## config.mk

```make
export PLATFORM = sky130hd
export DESIGN_NAME = gated_piso_top
export DESIGN_NICKNAME = d
export VERILOG_FILES = /design/src/rtl/gated_piso_pkg.sv /design/src/rtl/gated_piso_ctrl.sv /design/src/rtl/gated_piso_datapath.sv /design/src/rtl/gated_piso_top.sv
export SDC_FILE = /design/constraint.sdc
export NUM_CORES = 1
export LEC_CHECK = 0
export BUFFER_PORTS_ARGS = -buffer_cell sky130_fd_sc_hd__buf_2
export CORE_AREA = 2 2 39 41
export DETAILED_ROUTE_END_ITERATION = 6
export DIE_AREA = 0 0 41 43
export GPL_TIMING_DRIVEN = 0
export HOLD_SLACK_MARGIN = 0.08
export PLACE_DENSITY_LB_ADDON = 0.2
export SLEW_MARGIN = 20
export SYNTH_ARGS = -nofsm -noshare
export SYNTH_HDL_FRONTEND = slang
export SYNTH_SLANG_ARGS = --single-unit
```

## constraint.sdc

```tcl
create_clock -name clk -period 1.15 [get_ports clk]
set_input_delay 0.345 -clock clk [delete_from_list [all_inputs] [get_ports clk]]
set_output_delay 0.345 -clock clk [all_outputs]
set_load 0.03 [all_outputs]
```

## src/rtl/gated_piso_pkg.sv

```systemverilog
package gated_piso_pkg;
  typedef struct packed {
    logic load;
    logic shift;
  } piso_strobe_t;
endpackage

```

## src/rtl/gated_piso_ctrl.sv

```systemverilog
module gated_piso_ctrl
  import gated_piso_pkg::*;
#(
  parameter int SYNC_STAGES = 2
) (
  input  logic         clk,
  input  logic         rstN,
  input  logic         loadN,
  input  logic         serClk,
  input  logic         clkEnN,
  output piso_strobe_t strb
);
  localparam int LastStage = SYNC_STAGES - 1;

  logic [SYNC_STAGES-1:0] syncQ;
  logic                   prevQ;
  logic                   riseDet;

  generate
    if (SYNC_STAGES == 1) begin : g_sync_one
      always_ff @(posedge clk or negedge rstN) begin
        if (!rstN) syncQ <= '0;
        else       syncQ <= serClk;
      end
    end else begin : g_sync_many
      always_ff @(posedge clk or negedge rstN) begin
        if (!rstN) syncQ <= '0;
        else       syncQ <= {syncQ[SYNC_STAGES-2:0], serClk};
      end
    end
  endgenerate

  always_ff @(posedge clk or negedge rstN) begin
    if (!rstN) prevQ <= 1'b0;
    else       prevQ <= syncQ[LastStage];
  end

  assign riseDet = syncQ[LastStage] & ~prevQ;

  always_comb begin
    strb.load  = ~loadN;
    strb.shift = loadN & ~clkEnN & riseDet;
  end

  // one rising serial edge yields a single shift strobe
  p_single_edge_r6: assert property (@(posedge clk) disable iff (!rstN)
    strb.shift |=> !strb.shift);
endmodule

```

## src/rtl/gated_piso_datapath.sv

```systemverilog
module gated_piso_datapath
  import gated_piso_pkg::*;
#(
  parameter int WIDTH = 8
) (
  input  logic             clk,
  input  logic             rstN,
  input  piso_strobe_t     strb,
  input  logic [WIDTH-1:0] parIn,
  input  logic             serIn,
  output logic             serOut
);
  localparam int TopBit = WIDTH - 1;

  logic [WIDTH-1:0] dataQ;
  logic [WIDTH-1:0] dataNext;

  generate
    for (genvar i = 0; i < WIDTH; i++) begin : g_stage
      logic feedBit;
      if (i == 0) begin : g_first
        assign feedBit = serIn;
      end else begin : g_rest
        assign feedBit = dataQ[i-1];
      end
      always_comb begin
        if (strb.load)       dataNext[i] = parIn[i];
        else if (strb.shift) dataNext[i] = feedBit;
        else                 dataNext[i] = dataQ[i];
      end
    end
  endgenerate

  always_ff @(posedge clk or negedge rstN) begin
    if (!rstN) dataQ <= '1;
    else       dataQ <= dataNext;
  end

  assign serOut = dataQ[TopBit];

  p_load_capture_r2: assert property (@(posedge clk) disable iff (!rstN)
    strb.load |=> dataQ == $past(parIn));
  p_idle_hold_r5: assert property (@(posedge clk) disable iff (!rstN)
    (!strb.load && !strb.shift) |=> $stable(dataQ));
  p_fill_serin_r4: assert property (@(posedge clk) disable iff (!rstN)
    (strb.shift && !strb.load) |=> dataQ[0] == $past(serIn));
  p_toward_out_r7: assert property (@(posedge clk) disable iff (!rstN)
    (strb.shift && !strb.load) |=> dataQ[TopBit] == $past(dataQ[TopBit-1]));
endmodule

```

## src/rtl/gated_piso_top.sv

```systemverilog
module gated_piso_top
  import gated_piso_pkg::*;
#(
  parameter int WIDTH       = 8,
  parameter int SYNC_STAGES = 2
) (
  input  logic             clk,
  input  logic             rstN,
  input  logic [WIDTH-1:0] parIn,
  input  logic             loadN,
  input  logic             serClk,
  input  logic             clkEnN,
  input  logic             serIn,
  output logic             serOut
);
  piso_strobe_t strb;

  gated_piso_ctrl #(.SYNC_STAGES(SYNC_STAGES)) u_ctrl (
    .clk(clk), .rstN(rstN), .loadN(loadN), .serClk(serClk),
    .clkEnN(clkEnN), .strb(strb)
  );

  gated_piso_datapath #(.WIDTH(WIDTH)) u_dp (
    .clk(clk), .rstN(rstN), .strb(strb), .parIn(parIn),
    .serIn(serIn), .serOut(serOut)
  );

  // reset leaves the output at one
  p_reset_ones_r1: assert property (@(posedge clk)
    $rose(rstN) |-> serOut == 1'b1);
endmodule

```

==> results.sh, run 1 <==
export IMPL_setup_violations=1
export IMPL_ys_types=10
export IMPL_row_count=14
export IMPL_syn_nets=62
export IMPL_slew_viol_final=0
export IMPL_start_util=0.337
export IMPL_critical_path_cell_count=1
export IMPL_cp_data_arrival_time_ps=920
export IMPL_die_x_microns=41
export IMPL_syn_inst=48
export IMPL_antenna_left=0
export IMPL_cp_end_kind="output pin"
export IMPL_cp_slowest_stage_delay_ps=540
export IMPL_htreeDepth=1
export IMPL_cts_num_sinks=11
export IMPL_wl_per_cell_microns=10.7
export IMPL_synth_most_common_cell="nand2_1"
export IMPL_path_clk_slew_ps=70
export IMPL_postSynth_asyncResetShare=1.00
export IMPL_finalSetupTns_ps=-118
export IMPL_finalPower_uw=836
export IMPL_vdd_drop_max_mv=0.644
export IMPL_antenna_found_initial=0
export IMPL_worstHoldPathType="input pin to flip-flop"
export IMPL_ios=15
export IMPL_dp_slack_ps=-169
export IMPL_violations="negative setup slack"
export IMPL_synth_area_leaders="dfstp_2, dfrtp_1, nand2_1"
export IMPL_drt_iter0_markers=9
export IMPL_yosys_area_top_type="dfstp_2"
export IMPL_die_h_microns=43
export IMPL_root_buffer="clkbuf_4"
export IMPL_rsz0062_at_grt="true"
export IMPL_synth_edf_count=0
export IMPL_avgSynthCellArea_sq_um=9.72
export IMPL_period_share=1.10
export IMPL_dieArea_sq_um=1760
export IMPL_crit_type="flip-flop to output pin"
export IMPL_max_slew_worst_pin_slew_ps=348
export IMPL_worst_r2r_cell_count=4
export IMPL_grt_pass1_wl_microns=1330
export IMPL_clk_insertion_delay_late_ps=260
export IMPL_cp_slowest_cell="dfstp_2"
export IMPL_critPathLaunchType="flip-flop"
export IMPL_fmax_ghz=0.789
export IMPL_netlist_area_sq_um=467
export IMPL_drc=0
export IMPL_synth_top_area_frac=0.450
export IMPL_final_util=0.443
export IMPL_clock_path_buffers=2
export IMPL_track_usage=0.120
export IMPL_status="complete, but fails checks"
export IMPL_crit_family="flip-flops"
export IMPL_diodes=0
export IMPL_cp_data_required_time_ps=810
export IMPL_grt_pass1_vias=302
export IMPL_maxCapViolCount=0
export IMPL_drive_gt1_frac=0.485
export IMPL_yosys_warnings=0
export IMPL_p_leak_nw=0.276
export IMPL_area_growth_pct=31.4
export IMPL_synth_seq_cells=11
export IMPL_ys_seq_area_frac=0.611
export IMPL_whs_path_depth=1
export IMPL_drtPass1Iterations=4
export IMPL_gp_congestion=0.691
export IMPL_fin_skew_ps=0.734
export IMPL_post_route_min_period_ps=1270
export IMPL_crit_fanout=2
export IMPL_gr_total_overflow=0
export IMPL_finalHoldViolations=0
export IMPL_p_per_area_nw_per_um2=1360
export IMPL_worstPathCellList="buf_6"
export IMPL_via_per_inst=4.76
export IMPL_synth_common_cells="nand2_1, a31oi_1, dfstp_2, nor2_1, dfrtp_1"
export IMPL_critPathBufInv=1
export IMPL_vias=390
export IMPL_drt_wl_total_microns=876
export IMPL_core_area_sq_um=1380
export IMPL_layout_nets=81
export IMPL_grt_max_degree=12
export IMPL_layout_setup_ws_ps=-118
export IMPL_cts_tree="done"
export IMPL_numCtsBuffers=3
export IMPL_synthFlopType="dfstp_2"
export IMPL_cts_setup_buffers=0
export IMPL_max_slew_margin=0.768
export IMPL_io_buffers=13
export IMPL_dp_hpwl_microns=624
[area by class of cell]
class | instances | area (sq um)
multi-input combinational | 34 | 180
tap | 16 | 20.0
timing repair buffer | 14 | 81.3
fill | 145 | 771
sequential | 11 | 285
clock buffer | 4 | 26.3
buffer | 3 | 20.0
[power breakdown]
part	total, mW	switching [mW]	internal [mW]
registers	0.464	0.0215	0.443
logic	0.117	0.0588	0.0578
clock network	0.255	0.121	0.134
total	0.836	0.201	0.635
[cells by family after synthesis]
logic type             share of synthesized area
AO/OA/AOI/OAI                              0.107
buffers and inverters                     0.0429
flip-flops                                 0.611
AND/OR/NAND/NOR                            0.239
[what timing repair did]
| item | in CTS | in global routing |
|---|---|---|
| hold buffers | 1 | 0 |
| endpoints found under the setup margin | 9 | 9 |
| pin swaps | 0 | 10 |
| resized for setup | 3 | 5 |
| endpoints found under the hold margin | 3 | 0 |
[layout by cell type (no fill, tap or decap), drive strengths merged]
master,count
a31oi,8
buf,16
clkbuf,4
dfrtp,3
dfstp,8
dlygate4sd3,1
nand2,16
nor2,8
nor3b,1
or3b,1
[sequential cells by signal, summed over array words and instances, names as in the netlist]
name          flops
u_dp.dataQ        8
u_ctrl.syncQ      2
u_ctrl.prevQ      1
[metal layers]
| metal | share of wire | GRT usage |
|---|---|---|
| met1 | 0.41 | 0.162 |
| met2 | 0.49 | 0.144 |
| met4 | 0.015 | 0.0800 |
| met3 | 0.082 | 0.0628 |
| met5 | 0 | 0 |
[final timing paths]
kind,to,slack (ps),from
max reg2reg,u_dp.dataQ[2],10,u_ctrl.prevQ
min,u_ctrl.syncQ[0],190,serClk
max in group asynchronous,u_dp.dataQ[1],430,rstN
min reg2reg,u_ctrl.syncQ[1],350,u_ctrl.syncQ[0]
max,serOut,-120,u_dp.dataQ[7]
min in group asynchronous,u_ctrl.syncQ[0],470,rstN
[per-stage QoR]
stage	instances	instance area [sq um]	hold WS [ps]
2_1_floorplan	48	467	49.4
3_3_place_gp	77	552	223
3_5_place_dp	77	552	220
4_1_cts	82	601	174
5_1_grt	82	613	166
6_report	82	613	185
No activity file was read; power rests on OpenSTA's default activity.
==> inputs of run 2 (changes only) <==
--- a/config.mk
+++ b/config.mk
@@ -12,6 +12,7 @@
 export GPL_TIMING_DRIVEN = 0
 export HOLD_SLACK_MARGIN = 0.08
 export PLACE_DENSITY_LB_ADDON = 0.2
+export RECOVER_POWER = 100
 export SLEW_MARGIN = 20
 export SYNTH_ARGS = -nofsm -noshare
 export SYNTH_HDL_FRONTEND = slang
==> constraint.sdc (replaced) <==
create_clock -name clk -period 1.1 [get_ports clk]
set_input_delay 0.33 -clock clk [delete_from_list [all_inputs] [get_ports clk]]
set_output_delay 0.33 -clock clk [all_outputs]
set_load 0.03 [all_outputs]
==> run 2 against run 1 <==
  * The run still ends with negative setup slack left
  * Combinational power grew 18%
  * Sequential power grew 5.2%
  * Sequential share of layout area shrank 2.3 points
  * Cell count grew 1.2%
  * First-iteration DRC count shrank 11%
  * Clock power grew 5%
  * Global-route usage grew 0.71 points
  * Cell area grew 5.1%
  * Largest cell class unchanged
==> results.sh, run 2 (synthesis gave the netlist of run 1 again) <==
export IMPL_post_route_min_period_ps=1250
export IMPL_numCtsBuffers=3
export IMPL_period_share=1.14
export IMPL_p_int_uw=672
export IMPL_postLayoutCellArea_sq_um=644
export IMPL_multiInputGateArea_sq_um=205
export IMPL_final_common_cell="buf_2"
export IMPL_p_sw_uw=221
export IMPL_cts_num_sinks=11
export IMPL_layout_setup_ws_ps=-153
export IMPL_track_usage=0.127
export IMPL_clk_insertion_delay_late_ps=260
export IMPL_grt_max_degree=12
export IMPL_drive_gt1_frac=0.522
export IMPL_root_buffer="clkbuf_4"
export IMPL_antenna_found_initial=0
export IMPL_fin_cells=83
export IMPL_gr_total_overflow=0
export IMPL_vias=385
export IMPL_crit_fanout=2
export IMPL_max_slew_margin=0.621
export IMPL_combPwrFrac=0.155
export IMPL_rsz0062_at_grt="true"
export IMPL_diodes=0
export IMPL_htreeDepth=1
export IMPL_cp_slowest_cell="dfstp_2"
export IMPL_largest_register_ffs=8
export IMPL_critPathLaunchType="flip-flop"
export IMPL_dp_slack_ps=-204
export IMPL_p_leak_nw=0.282
export IMPL_row_count=14
export IMPL_finalPower_uw=893
export IMPL_max_slew_worst_pin_slew_ps=569
export IMPL_final_cell_mix="buf_2, nand2_1, nor2_1, dfstp_2, a31oi_1"
export IMPL_gp_congestion=0.691
export IMPL_io_buffers=13
export IMPL_wl_per_cell_microns=11.1
export IMPL_drtPass1Iterations=4
export IMPL_worstHoldPathType="input pin to flip-flop"
export IMPL_die_h_microns=43
export IMPL_grt_pass1_wl_microns=1410
export IMPL_antenna_left=0
export IMPL_dp_cells=77
export IMPL_dieArea_sq_um=1760
export IMPL_cts_tree="done"
export IMPL_path_clk_slew_ps=70
export IMPL_dpl_instance_area_sq_um=552
export IMPL_core_area_sq_um=1380
export IMPL_p_per_area_nw_per_um2=1390
export IMPL_setup_violations=9
export IMPL_crit_type="flip-flop to output pin"
export IMPL_start_util=0.337
export IMPL_worstPathCellList="buf_6"
export IMPL_reg_top3="u_dp.dataQ: 8 flops, u_ctrl.syncQ: 2 flops, u_ctrl.prevQ: 1 flops"
export IMPL_via_per_inst=4.64
export IMPL_fin_skew_ps=0.308
export IMPL_final_util=0.466
export IMPL_cp_data_required_time_ps=770
export IMPL_finalSetupTns_ps=-479
export IMPL_status="complete, but fails checks"
export IMPL_vdd_drop_max_mv=0.685
export IMPL_crit_family="flip-flops"
export IMPL_violations="negative setup slack"
export IMPL_layout_nets=82
export IMPL_drt_iter0_markers=8
export IMPL_fin_hold_ws_ps=170
export IMPL_cp_data_arrival_time_ps=920
export IMPL_drt_wl_total_microns=925
export IMPL_largest_register="u_dp.dataQ"
export IMPL_critPathBufInv=1
export IMPL_ios=15
export IMPL_grt_pass1_vias=324
export IMPL_swShare=0.248
export IMPL_clock_power_share=0.298
export IMPL_cp_slowest_stage_delay_ps=540
export IMPL_cp_end_kind="output pin"
export IMPL_maxCapViolCount=0
export IMPL_finalHoldViolations=0
export IMPL_fmax_ghz=0.798
export IMPL_pwr_share_seq=0.547
export IMPL_fillers=146
export IMPL_clock_path_buffers=2
export IMPL_area_growth_pct=38.1
export IMPL_slew_viol_final=0
export IMPL_seqCellArea_sq_um=285
export IMPL_dp_hpwl_microns=624
export IMPL_die_x_microns=41
export IMPL_drc=0
==> run 2: final timing paths <==
check / start / end / slack, ps / depth (start not counted)
worst min-delay path: serClk / u_ctrl.syncQ[0] / 170 / 1
worst min register to register: u_ctrl.syncQ[0] / u_ctrl.syncQ[1] / 350 / 0
worst max-delay path: u_dp.dataQ[7] / serOut / -150 / 1
min in group asynchronous: rstN / u_ctrl.syncQ[0] / 570 / 2
max in group asynchronous: rstN / u_dp.dataQ[7] / 160 / 2
worst max register to register: u_ctrl.prevQ / u_dp.dataQ[7] / -50 / 4
==> run 2: layout make-up <==
type,instances,share of cell area
clock buffers,4,0.0408
flip-flops and latches,11,0.443
repair buffers,15,0.136
multi-input cells,34,0.318
plain buffers,3,0.0311
well taps,16,0.0311
==> run 2: power by group through the flow <==
stage / registers (mW) / logic [mW] / clock network, mW
finish: 0.488 / 0.138 / 0.267
global route: 0.493 / 0.152 / 0.305
CTS: 0.486 / 0.129 / 0.280
detailed placement: 0.486 / 0.109 / 0
global placement: 0.485 / 0.107 / 0
floorplan: 0.490 / 0.0576 / 0
==> run 2: what timing repair did <==
action,4_1_cts,5_1_grt
endpoints found under the setup margin,9,9
hold buffers,1,0
resized for setup,9,4
pin swaps,13,4
setup buffers,1,0
hold endpoints to repair,3,0
==> run 2: routing by layer <==
metal,vias up,global-route usage,share of wire,wire length (microns)
li1,197,-,-,-
met3,0,0.0628,0.054,50
met4,0,0.0800,0,0
met5,-,0,0,0
met2,8,0.159,0.51,469
met1,180,0.168,0.44,406
==> inputs of run 3 (changes only) <==
--- a/config.mk
+++ b/config.mk
@@ -5,10 +5,10 @@
 export SDC_FILE = /design/constraint.sdc
 export NUM_CORES = 1
 export LEC_CHECK = 0
+export ABC_AREA = 1
 export BUFFER_PORTS_ARGS = -buffer_cell sky130_fd_sc_hd__buf_2
-export CORE_AREA = 2 2 39 41
+export CORE_UTILIZATION = 43
 export DETAILED_ROUTE_END_ITERATION = 6
-export DIE_AREA = 0 0 41 43
 export GPL_TIMING_DRIVEN = 0
 export HOLD_SLACK_MARGIN = 0.08
 export PLACE_DENSITY_LB_ADDON = 0.2
==> run 3 against run 2 <==
  * The run still ends with negative setup slack left
  * Synthesized cell count increased by 35%
  * Die area down 17%
  * Via count is 18% higher
  * Clock skew up 5.2 ps
  * Wire length increased by 8.2%
  * Clock power about the same
  * Setup slack worse by 0.60 ps
  * Utilization increased by 13 points
  * Sequential share of layout area is 2.5 points lower
  * Critical endpoint unchanged
==> results.sh, run 3 <==
export IMPL_p_leak_nw=0.358
export IMPL_p_per_area_nw_per_um2=1370
export IMPL_cp_slowest_stage_delay_ps=540
export IMPL_drt_wl_total_microns=1000
export IMPL_path_clk_slew_ps=60
export IMPL_htreeDepth=1
export IMPL_worst_r2r_cell_count=5
export IMPL_clock_path_buffers=2
export IMPL_cp_data_required_time_ps=770
export IMPL_synth_seq_cells=11
export IMPL_max_slew_margin=0.605
export IMPL_layout_setup_ws_ps=-153
export IMPL_gr_total_overflow=0
export IMPL_critPathBufInv=1
export IMPL_syn_nets=79
export IMPL_cts_num_sinks=11
export IMPL_synthSimpleGateAreaFrac=0.268
export IMPL_crit_type="flip-flop to output pin"
export IMPL_synth_top_area_frac=0.373
export IMPL_synthMuxAreaShare=0
export IMPL_final_common_cell="nand2_1"
export IMPL_synth_most_common_cell="nand2_1"
export IMPL_diodes=0
export IMPL_setup_violations=1
export IMPL_reg2reg_slack_ps=120
export IMPL_postLayoutCellArea_sq_um=683
export IMPL_drive_gt1_frac=0.386
export IMPL_reg_top3="u_dp.dataQ: 8 flops, u_ctrl.syncQ: 2 flops, u_ctrl.prevQ: 1 flops"
export IMPL_r2r_start="u_ctrl.prevQ"
export IMPL_maxCapViolCount=0
export IMPL_largest_register="u_dp.dataQ"
export IMPL_numCtsBuffers=3
export IMPL_synth_area_leaders="dfstp_2, nand2_1, dfrtp_1"
export IMPL_dp_hpwl_microns=665
export IMPL_root_buffer="clkbuf_4"
export IMPL_syn_inst=65
export IMPL_finalHoldViolations=0
export IMPL_ios=15
export IMPL_period_share=1.14
export IMPL_rsz0062_at_grt="true"
export IMPL_layout_nets=98
export IMPL_dp_slack_ps=62.9
export IMPL_max_slew_worst_pin_slew_ps=593
export IMPL_r2r_end="u_dp.dataQ[7]"
export IMPL_fin_skew_ps=5.52
export IMPL_area_growth_pct=21.1
export IMPL_grt_pass1_vias=390
export IMPL_dieArea_sq_um=1460
export IMPL_netlist_area_sq_um=564
export IMPL_dpl_instance_area_sq_um=647
export IMPL_cp_end_kind="output pin"
export IMPL_synth_edf_count=0
export IMPL_crit_family="flip-flops"
export IMPL_post_route_min_period_ps=1250
export IMPL_core_area_sq_um=1160
export IMPL_clk_insertion_delay_late_ps=270
export IMPL_fmax_ghz=0.798
export IMPL_postSynth_asyncResetShare=1.00
export IMPL_cp_data_arrival_time_ps=920
export IMPL_yosys_warnings=0
export IMPL_status="complete, but fails checks"
export IMPL_violations="negative setup slack"
export IMPL_antenna_left=0
export IMPL_grt_max_degree=12
export IMPL_whs_endpoint="u_ctrl.syncQ[0]"
export IMPL_critical_path_cell_count=1
export IMPL_ys_types=12
export IMPL_vdd_drop_max_mv=0.933
export IMPL_critPathLaunchType="flip-flop"
export IMPL_synthXorXnorAreaFrac=0
export IMPL_gp_congestion=0.680
export IMPL_synth_compound_area_share=0.0976
export IMPL_cts_tree="done"
export IMPL_slew_viol_final=0
export IMPL_io_buffers=13
export IMPL_track_usage=0.167
export IMPL_whs_path_depth=1
export IMPL_fin_hold_ws_ps=170
export IMPL_cp_slowest_cell="dfstp_2"
export IMPL_synth_top_family_by_area="simple AND/OR/NAND/NOR gates"
export IMPL_worstPathCellList="buf_6"
export IMPL_worstHoldPathType="input pin to flip-flop"
export IMPL_min_delay_start="serClk"
export IMPL_via_per_inst=4.67
export IMPL_crit_fanout=2
export IMPL_die_x_microns=38.2
export IMPL_drt_iter0_markers=9
export IMPL_yosys_area_top_type="dfstp_2"
export IMPL_grt_pass1_wl_microns=1580
export IMPL_start_util=0.488
export IMPL_die_h_microns=38.2
export IMPL_avgSynthCellArea_sq_um=8.68
export IMPL_synth_common_cells="nand2_1, dfstp_2, inv_1, nand3_1"
export IMPL_final_cell_mix="nand2_1, buf_2, inv_1, nand3_1, dfstp_2"
export IMPL_row_count=12
export IMPL_synthFlopType="dfstp_2"
export IMPL_ys_seq_area_frac=0.506
export IMPL_largest_register_ffs=8
export IMPL_drc=0
export IMPL_vias=453
export IMPL_antenna_found_initial=0
export IMPL_synthAdderAreaFrac=0
export IMPL_wl_per_cell_microns=10.3
export IMPL_drtPass1Iterations=4
run 3: worst max-delay path by stage:
| stage | end | startpoint | slack [ps] |
|---|---|---|---|
| 6_report | serOut | u_dp.dataQ[7] | -150 |
| 5_1_grt | serOut | u_dp.dataQ[7] | -190 |
| 4_1_cts | serOut | u_dp.dataQ[7] | -170 |
| 3_5_place_dp | u_dp.dataQ[5] | clkEnN | 60 |
| 3_3_place_gp | u_dp.dataQ[7] | clkEnN | 70 |
| 2_1_floorplan | serOut | u_dp.dataQ[7] | 170 |
run 3: report_power, final:
group          total [mW]  switching (mW)  internal (mW)
registers           0.497          0.0217          0.475
logic               0.172          0.0917         0.0804
clock network       0.269           0.129          0.140
run 3: cell type report:
cell class	instances	area, sq um
Buffer	3	42.5
Multi-Input combinational cell	43	201
Clock buffer	4	26.3
Inverter	8	30.0
Sequential cell	11	285
Timing Repair Buffer	14	80.1
Fill cell	107	473
Tap cell	14	17.5
run 3: metrics by stage:
step	TNS [ps]	cells	utilization	total power, mW
floorplan	0	65	-	0.617
global placement	0	92	0.560	0.667
detailed placement	0	92	0.560	0.670
CTS	-166	97	0.596	0.958
global route	-245	97	0.591	1.00
finish	-153	97	0.591	0.938
run 3: what timing repair did:
action / 4_1_cts / 5_1_grt
setup buffers: 0 / 0
gates resized for setup: 2 / 0
setup endpoints to repair: 1 / 1
hold endpoints to repair: 3 / 0
hold buffers: 1 / 0
run 3: layer usage:
| layer | wire, microns | vias to the layer above | GRT usage |
|---|---|---|---|
| met4 | 13 | 0 | 0.134 |
| met2 | 459 | 9 | 0.258 |
| li1 | - | 238 | - |
| met1 | 500 | 204 | 0.199 |
| met5 | 0 | - | 0 |
| met3 | 27 | 2 | 0.0349 |
run 3: cell families after synthesis:
| group | count (synthesis) |
|---|---|
| AOI/OAI and AO/OA | 8 |
| buffers and inverters | 11 |
| DFF | 11 |
| and+or+nand+nor | 35 |
